### src/rtl/fgd_pkg.sv
// Package: shared state encoding for the framed four-bit detector.
// Assumes: a 3-bit register is enough for the seven merged states.
package fgd_pkg;

    localparam int unsigned GROUP_LEN = 4;
    localparam int unsigned STATE_W   = 3;

    // State names record how far a group has progressed.
    // LIVE  : the bits so far can still end in a match.
    // DEAD  : the group can no longer match.
    // HEAD0 / HEAD1 : one bit seen, 0 or 1 respectively.
    typedef enum logic [STATE_W-1:0] {
        ST_START = 3'd0,
        ST_HEAD0 = 3'd1,
        ST_HEAD1 = 3'd2,
        ST_LIVE2 = 3'd3,
        ST_DEAD2 = 3'd4,
        ST_LIVE3 = 3'd5,
        ST_DEAD3 = 3'd6
    } fgd_state_e;

endpackage

### src/rtl/qfd_next_state.sv
// Module: next-state logic of the reduced detector.
// Assumes: the register holds its value when the strobe is low, so this
// module returns the current state whenever vld is 0.
module qfd_next_state
    import fgd_pkg::*;
(
    input  fgd_state_e cur_state,
    input  logic       vld,
    input  logic       din,
    output fgd_state_e nxt_state
);

    // Purpose: step through one group position per accepted bit.
    always_comb begin
        nxt_state = cur_state;
        if (vld) begin
            unique case (cur_state)
                ST_START: nxt_state = din ? ST_HEAD1 : ST_HEAD0;
                ST_HEAD0: nxt_state = din ? ST_LIVE2 : ST_DEAD2;
                ST_HEAD1: nxt_state = din ? ST_DEAD2 : ST_LIVE2;
                ST_LIVE2: nxt_state = din ? ST_LIVE3 : ST_DEAD3;
                ST_DEAD2: nxt_state = ST_DEAD3;
                ST_LIVE3: nxt_state = ST_START;
                ST_DEAD3: nxt_state = ST_START;
                default:  nxt_state = ST_START;
            endcase
        end
    end

endmodule

### src/rtl/qfd_match_out.sv
// Module: Mealy output decode.
// Assumes: both target words end in 0, so a live third-position state
// together with an accepted 0 completes a match.
module qfd_match_out
    import fgd_pkg::*;
(
    input  fgd_state_e cur_state,
    input  logic       vld,
    input  logic       din,
    input  logic       rst_n,
    output logic       hit
);

    // Purpose: flag a completed matching group; forced low during reset.
    always_comb begin
        hit = rst_n && vld && (cur_state == ST_LIVE3) && !din;
    end

endmodule

### src/rtl/quad_frame_detect.sv
// Module: top of the framed four-bit pattern detector.
// Splits the stream of accepted bits into disjoint four-bit groups and
// flags a group equal to 0110 or 1010 (first bit leftmost).
// Assumes: a synchronous active-low reset; bit_vld qualifies bit_in.
module quad_frame_detect
    import fgd_pkg::*;
(
    input  logic clk,
    input  logic rst_n,
    input  logic bit_vld,
    input  logic bit_in,
    output logic match_out
);

    fgd_state_e state_q;
    fgd_state_e state_d;

    qfd_next_state u_next (
        .cur_state (state_q),
        .vld       (bit_vld),
        .din       (bit_in),
        .nxt_state (state_d)
    );

    qfd_match_out u_out (
        .cur_state (state_q),
        .vld       (bit_vld),
        .din       (bit_in),
        .rst_n     (rst_n),
        .hit       (match_out)
    );

    // Purpose: state register with synchronous reset to the group start.
    always_ff @(posedge clk) begin
        if (!rst_n) begin
            state_q <= ST_START;
        end else begin
            state_q <= state_d;
        end
    end

endmodule

### config.mk
export PLATFORM = sky130hd
export DESIGN_NAME = quad_frame_detect
export DESIGN_NICKNAME = d
export VERILOG_FILES = /design/src/rtl/fgd_pkg.sv /design/src/rtl/qfd_next_state.sv /design/src/rtl/qfd_match_out.sv /design/src/rtl/quad_frame_detect.sv
export SDC_FILE = /design/constraint.sdc
export NUM_CORES = 1
export LEC_CHECK = 0
export ABC_AREA = 1
export ABC_CLOCK_PERIOD_IN_PS = 800
export BUFFER_PORTS_ARGS = -buffer_cell sky130_fd_sc_hd__buf_2
export CORE_AREA = 2 2 39 41
export DETAILED_ROUTE_END_ITERATION = 8
export DIE_AREA = 0 0 41 43
export HOLD_SLACK_MARGIN = 0.03
export PLACE_DENSITY = 0.3
export RECOVER_POWER = 25
export REMOVE_ABC_BUFFERS = 1
export SETUP_SLACK_MARGIN = 0.5
export SLEW_MARGIN = 20
export SYNTH_ARGS = -nofsm -noshare
export SYNTH_HDL_FRONTEND = slang
export SYNTH_SLANG_ARGS = --single-unit
### constraint.sdc
create_clock -name clk -period 0.8 [get_ports clk]
set_input_delay 0.16 -clock clk [delete_from_list [all_inputs] [get_ports clk]]
set_output_delay 0.16 -clock clk [all_outputs]
set_load 0.02 [all_outputs]
==> results of run 1 <==
==> cell usage in the layout (no fill, tap or decap) <==
master    count
clkbuf_1      1
clkbuf_4      3
nor2_1        4
nand2_1       9
o21ai_2       1
nand3_1       1
a21oi_1       1
nand3_2       1
inv_2         2
buf_6         4
inv_1         4
buf_4         7
buf_2         3
nand2_2       3
a21oi_2       1
nor3_2        1
dfxtp_2       3
==> through the flow <==
step	setup TNS, ns	hold slack (ns)	power (mW)	setup slack (ns)
6_report	-0.7118	0.2870	0.6815	-0.2888
5_1_grt	-0.9096	0.3133	0.7282	-0.3440
4_1_cts	-0.7092	0.2878	0.6743	-0.3407
3_5_place_dp	-0.1190	0.5364	0.3187	-0.1015
3_3_place_gp	-0.1037	0.5372	0.3216	-0.08871
2_1_floorplan	-0.2376	0.2857	0.2577	-0.2376
==> power groups by stage <==
stage | Clock [mW] | Combinational (mW) | Sequential, mW
floorplan | 0 | 0.0740 | 0.184
global placement | 0 | 0.140 | 0.182
detailed placement | 0 | 0.136 | 0.182
CTS | 0.282 | 0.206 | 0.187
global route | 0.293 | 0.246 | 0.189
finish | 0.275 | 0.218 | 0.188
==> kinds of logic after synthesis <==
| family | count (synthesis) | share of synthesized area |
|---|---|---|
| simple gates | 19 | 0.4255 |
| compound gates | 3 | 0.1064 |
| flops | 3 | 0.3404 |
| buf+inv | 6 | 0.1277 |
==> worst max path at each step <==
stage	startpoint	slack (ns)	cells after the start	to
final	state_q[2]	-0.29	3	match_out
after global routing	state_q[0]	-0.34	3	match_out
after CTS	state_q[1]	-0.34	4	match_out
after detailed placement	bit_in	-0.10	5	match_out
after global placement	state_q[0]	-0.09	3	match_out
after floorplan	state_q[0]	-0.24	2	match_out
==> critical path, stage by stage, from the launching register on <==
cell	delay [ns]
dfxtp_2	0.32
nand2_2	0.05
nor3_2	0.16
buf_4	0.16
==> repair_timing <==
action                                  CTS  global route
resized for setup                        11             4
pin swaps                                 5             4
hold buffers                              0             0
endpoints found under the setup margin    4             4
setup buffers                             3             1
==> per-layer routing <==
metal  vias to the layer above  part of all wire  wire (um)  GRT usage
met5                         -                 0          0          0
met4                         0             0.037         19    0.08000
met3                         2             0.076         39    0.04712
met2                         5              0.47        242     0.1156
met1                       107              0.42        213    0.08013
li1                        129                 -          -          -
==> cell type report <==
class                   instances  area (um^2)  area share
multi-input cells              22        115.1      0.3194
inverters                       6        22.52     0.06250
flip-flops and latches          3        63.81      0.1771
repair buffers                 14        112.6      0.3125
well taps                      16        20.02     0.05556
clock buffers                   4        26.28     0.07292
==> results.yml, run 1 <==
status:
  status: "complete, but fails checks"
  violations: "setup timing"
die:
  fp-row-count: 14
  die_area_um2: 1763
  initial_core_util: 0.1275
  ios: 5
  die_width_um: 41
  fp.dieH_um: 43
  core-area_um2: 1384
worst_setup_path:
  endpoint_kind: "primary output"
  r2r_cells: 8
  critical_path_class: "flop to primary output"
  r2r_end: "state_q[1]"
  r2r-start: "state_q[1]"
  cp_max_fo: 2
  arrival_ns: 0.93
  required_ns: 0.64
  reg2reg_slack_ns: -0.18
  startpoint_type: "flop"
cts:
  htree_levels: 1
  cts_buffers: 3
  path_clk_slew_ns: 0.04
  tritoncts_num_sinks: 3
  clk_latency_ns: 0.24
  cts_tree: "built"
  cts-root-buf: "clkbuf_4"
  clock_path_buffers: 2
place:
  placed_cells: 57
  place_hpwl_um: 363.9
  port_buffers: 4
  routabilityCongestion: 0.7857
  placedInstanceArea_um2: 261.5
sta:
  slew_viol_final: 0
  fin_skew_ns: 0.004019
  maxSlewHeadroom: 0.9066
  fin_crit_sh: 1.361
  final-setup-viol-count: 4
  finalWorstSetupSlack_ns: -0.2888
  tightest_slew_ns: 0.1399
  min_period_ns: 1.089
  grt_setup_unrepaired: "true"
  hold_viol_final: 0
  clock.fmax_mhz: 918.4
yosys:
  synthDistinctLibCells: 9
  synth.top_cell.area_share: 0.3404
  synthesis.area_um2: 176.4
  synth_edf_count: 0
  ys_ff_latch: 3
  synthCells: 31
  yosysMostFrequentCell: "nand2_1"
  async_flop_share: 0
  synthFlopType: "dfxtp_1"
  seq_area_frac_synth: 0.3404
  ys_top_cells_by_count: "12 x nand2_1, 5 x inv_1, 4 x nor2_1"
  yosysTopAreaCell: "dfxtp_1"
  yosys_warnings: 0
  avgSynthCellArea_um2: 5.691
  synth_top_cells_by_area: "dfxtp_1 34%, nand2_1 26%, inv_1 11%"
hold_path:
  hold_depth: 5
  min_from: "bit_in"
  hp-class: "primary input to flop"
  hold-path-endpoint: "state_q[0]"
final_layout:
  finish.utilization: 0.2604
  stdcell_count: 65
  layout.nets: 54
  antennaDiodeCount: 0
  syn_to_final_growth_pct: 104.3
  largest_reg_flops: 3
  drive_above_1_share: 0.5918
  fillers: 161
  reg_top3: "state_q x3"
  design_area_um2: 360.3
  largest-register: "state_q"
global_route:
  grt_pass1_wl_um: 910
  antenna_found_initial: 0
  track_usage: 0.08325
  overflow: 0
  grt_max_degree: 5
  grt_pass1_vias: 251
power_and_ir_drop:
  p_sw_mw: 0.1975
  power_frac_seq: 0.275
  ir_drop_mv: 0.6309
  p_clk_frac: 0.404
  p_leak_nw: 0.1911
  combPwrFrac: 0.320
  swShare: 0.2899
  p_per_area_nw_per_um2: 1891
  intPower_mw: 0.4840
drt:
  num_vias: 243
  drtPass1Iterations: 2
  avgViaCountPerCell: 3.738
  drc_errors: 0
  ant_nets: 0
  drt_iter0_drc: 2
  post_drt_wl_per_cell_um: 7.892
  drt_wl_total_um: 513
job:
  max_cap_violations: 0
(Power assumes the default switching activity.)
==> run 2, diff against run 1 <==
ABC_CLOCK_PERIOD_IN_PS = 1200   (was 800)
clock period = 1.2 ns   (was 0.8 ns; I/O delays follow)
==> results.yml, run 2 (same netlist as run 1, synthesis figures left out) <==
drt:
  avgViaCountPerCell: 3.672
  post_drt_wl_per_cell_um: 8.328
  drt_wl_total_um: 483
  drtPass1Iterations: 1
  drt_iter0_drc: 0
  ant_nets: 0
  num_vias: 213
  drc_errors: 0
final_layout:
  stdcell_count: 58
  largest-register: "state_q"
  seq_area_um2: 63.81
  final_cell_mix: "8 x nand2_1, 4 x nand2_2, 4 x inv_1, 4 x nor2_1"
  layout.nets: 47
  multi_input_area_um2: 113.9
  fillers: 175
  syn_to_final_growth_pct: 69.50
  largest_reg_flops: 3
  reg_top3: "state_q x3"
  drive_above_1_share: 0.5238
  antennaDiodeCount: 0
  final_common_cell: "nand2_1"
worst_setup_path:
  cp_slowest_cell: "dfxtp_2"
  critPathLaunch: "state_q[2]"
  cp_slowest_stage_delay_ns: 0.32
  crit_family: "flip-flops"
  path_buf_inv: 1
  endpoint_kind: "primary output"
  startpoint_type: "flop"
  path_cells: "nand2_2 > nor3_2 > buf_4"
  arrival_ns: 0.95
  critical_path_class: "flop to primary output"
  required_ns: 0.96
  cp_max_fo: 2
  r2r-start: "state_q[1]"
cts:
  htree_levels: 1
  clk_latency_ns: 0.23
  tritoncts_num_sinks: 3
  cts_buffers: 3
  cts_tree: "built"
  path_clk_slew_ns: 0.03
  hold_buffers: 0
  clock_path_buffers: 2
  cts-root-buf: "clkbuf_4"
sta:
  clock.fmax_mhz: 839.3
  tightest_slew_ns: 0.1368
  min_period_ns: 1.191
  final-setup-viol-count: 0
  slew_viol_final: 0
  fin_skew_ns: 0.0001947
  finalWorstSetupSlack_ns: 0.008591
  hold_viol_final: 0
  maxSlewHeadroom: 0.9083
  setup_tns_ns: 0
  fin_crit_sh: 0.9928
  grt_setup_unrepaired: "true"
global_route:
  grt.busiest_layer: "met2"
  gr-usage-met1: 0.04180
  use_met3: 0.03141
  met2_usage: 0.1063
  overflow: 0
  track_usage: 0.06827
  antenna_found_initial: 0
  grt_pass1_vias: 201
  grt_max_degree: 5
  grt_pass1_wl_um: 696
die:
  ios: 5
  fp-row-count: 14
  core-area_um2: 1384
  die_area_um2: 1763
  fp.dieH_um: 43
  die_width_um: 41
  initial_core_util: 0.1275
power_and_ir_drop:
  p_leak_nw: 0.1557
  ir_drop_mv: 0.2707
  p_per_area_nw_per_um2: 1359
place:
  routabilityCongestion: 0.6440
  pre_cts_slack_ns: 0.07470
  place_hpwl_um: 311.3
  port_buffers: 4
  placed_cells: 51
status:
  status: "finished, final reports clean"
job:
  max_cap_violations: 0
hold_path:
  min_from: "rst_n"
  hp-class: "primary input to flop"
[run 2: worst paths after layout]
kind                                   end  slack [ns]  depth (start not counted)
worst min-delay path            state_q[0]        0.28                          3
worst min register to register  state_q[1]        0.59                          3
worst max register to register  state_q[1]        0.39                          6
worst max-delay path             match_out       0.009                          3
[run 2: cell type report]
class / instances / share of cell area
clock buffer: 4 / 0.08787
multi-input combinational: 22 / 0.3808
timing repair buffer: 7 / 0.1757
inverter: 6 / 0.07531
tap: 16 / 0.06695
sequential: 3 / 0.2134
[run 2: worst register-to-register path: cells and delay by family (launching register included)]
kind / cells / cell delay, ns
buf+inv: 2 / 0.15
flops: 1 / 0.32
simple gates: 4 / 0.27
[run 2: repair_timing]
action / in CTS / in global routing
gates resized for setup: 7 / 7
pin swaps: 1 / 6
setup buffers: 2 / 1
setup endpoints to repair: 4 / 4
[run 2: routing by layer]
metal  up-vias  part of all wire
li1        114                 -
met1        94              0.32
met2         3              0.61
met3         2             0.056
met4         0             0.010
met5         -                 0
[run 2: report_power, final]
part | switching, mW | leakage [nW] | internal [mW]
Clock | 0.0474 | 0.0150 | 0.124
Combinational | 0.0566 | 0.115 | 0.0516
Sequential | 0.00979 | 0.0258 | 0.117
[run 2: per-stage QoR]
stage	hold slack, ns	cell area, um^2	power, mW	utilization
after floorplan	0.3657	176.4	0.1718	-
after global placement	0.5163	216.5	0.1931	0.1564
after detailed placement	0.5159	216.5	0.1905	0.1564
after CTS	0.2758	275.3	0.4012	0.1989
after global routing	0.2947	299.0	0.4313	0.2161
final	0.2842	299.0	0.4063	0.2161
==> run 3, diff against run 2 <==
ABC_CLOCK_PERIOD_IN_PS = 1400   (was 1200)
CAP_MARGIN = 5   (was default)
clock period = 1.4 ns   (was 1.2 ns; I/O delays follow)
==> results.yml, run 3 (same netlist as run 1, synthesis figures left out) <==
final_layout:
  seq_area_um2: 62.56
  largest_reg_flops: 3
  largest-register: "state_q"
  multi_input_area_um2: 103.9
  drive_above_1_share: 0.3846
  layout.nets: 44
  stdcell_count: 55
  antennaDiodeCount: 0
  reg_top3: "state_q x3"
  syn_to_final_growth_pct: 46.10
  final_cell_mix: "10 x nand2_1, 4 x inv_1, 4 x nor2_1, 3 x clkbuf_4, 3 x buf_2"
  fillers: 163
  final_common_cell: "nand2_1"
job:
  max_cap_violations: 0
drt:
  num_vias: 208
  drtPass1Iterations: 2
  drt_wl_total_um: 396
  ant_nets: 0
  drc_errors: 0
  avgViaCountPerCell: 3.782
  post_drt_wl_per_cell_um: 7.200
  drt_iter0_drc: 2
cts:
  cts_tree: "built"
  path_clk_slew_ns: 0.03
  post-cts-setup-buffers: 0
  htree_levels: 1
  cts_buffers: 3
  clock_path_buffers: 2
  tritoncts_num_sinks: 3
  cts-root-buf: "clkbuf_4"
  clk_latency_ns: 0.23
place:
  place_hpwl_um: 303.1
  port_buffers: 4
  pre_cts_slack_ns: 0.2092
  routabilityCongestion: 0.6800
  placed_cells: 51
global_route:
  overflow: 0
  grt_max_degree: 5
  track_usage: 0.05906
  grt_pass1_wl_um: 600
  antenna_found_initial: 0
  grt_pass1_vias: 191
power_and_ir_drop:
  p_per_area_nw_per_um2: 1224
  ir_drop_mv: 0.1837
  p_leak_nw: 0.1355
die:
  die_area_um2: 1763
  die_width_um: 41
  initial_core_util: 0.1275
  core-area_um2: 1384
  ios: 5
  fp.dieH_um: 43
  fp-row-count: 14
worst_setup_path:
  arrival_ns: 0.95
  cp_slowest_stage_delay_ns: 0.33
  startpoint_type: "flop"
  cp_slowest_cell: "dfxtp_1"
  cp_max_fo: 3
  required_ns: 1.12
  path_buf_inv: 1
  path_cells: "nand2_2 > nor3_2 > buf_4"
  crit_family: "flip-flops"
  critical_path_class: "flop to primary output"
  endpoint_kind: "primary output"
sta:
  grt_setup_unrepaired: "true"
  hold_viol_final: 0
  maxSlewHeadroom: 0.9164
  finalWorstSetupSlack_ns: 0.1670
  fin_crit_sh: 0.8807
  min_period_ns: 1.233
  slew_viol_final: 0
  setup_tns_ns: 0
  final-setup-viol-count: 0
  tightest_slew_ns: 0.1246
  clock.fmax_mhz: 811.0
  fin_skew_ns: 0.001120
status:
  status: "finished, final reports clean"
hold_path:
  hp-class: "primary input to flop"
[run 3: power by group]
part | switching (mW) | total (mW) | internal (mW)
Combinational | 0.0355 | 0.0588 | 0.0234
Clock | 0.0404 | 0.147 | 0.107
Sequential | 0.0100 | 0.110 | 0.0996
Total | 0.0859 | 0.315 | 0.229
[run 3: worst paths after layout]
path              start         end  slack (ns)  cells after the start
max reg2reg  state_q[2]  state_q[1]        0.63                      4
min reg2reg  state_q[1]  state_q[1]        0.52                      2
min               rst_n  state_q[0]        0.32                      3
max          state_q[0]   match_out        0.17                      3
[run 3: layer usage]
metal / track usage / up-vias / wire [um]
met4: 0.1000 / 0 / 5
li1: - / 111 / -
met3: 0.03141 / 2 / 34
met5: 0 / - / 0
met1: 0.04140 / 92 / 121
met2: 0.07813 / 3 / 235
[run 3: repair_timing]
item / 4_1_cts / 5_1_grt
gates resized for setup: 0 / 8
hold buffers: 0 / 0
endpoints found under the setup margin: 1 / 1
endpoints found under the hold margin: 0 / 0
[run 3: final cells by class]
| type | instances | share of cell area |
|---|---|---|
| clock buffers | 4 | 0.1019 |
| repair buffers | 4 | 0.08738 |
| multi-input cells | 22 | 0.4029 |
| flip-flops and latches | 3 | 0.2427 |
| inverters | 6 | 0.08738 |
| well taps | 16 | 0.07767 |
[run 3: through the flow]
step / utilization / total power [mW] / hold slack (ns) / instance area (um^2)
floorplan: - / 0.1473 / 0.4057 / 176.4
global placement: 0.1564 / 0.1645 / 0.5355 / 216.5
detailed placement: 0.1564 / 0.1630 / 0.5350 / 216.5
CTS: 0.1754 / 0.3172 / 0.3045 / 242.7
global route: 0.1863 / 0.3525 / 0.3026 / 257.7
finish: 0.1863 / 0.3154 / 0.3153 / 257.7
[run 3: worst register-to-register path, delay by kind of cell, from the launching register on]
family	cells	cell delay [ns]
AND/OR/NAND/NOR	2	0.14
AO/OA/AOI/OAI	1	0.12
flip-flops	1	0.31
buffers and inverters	1	0.09
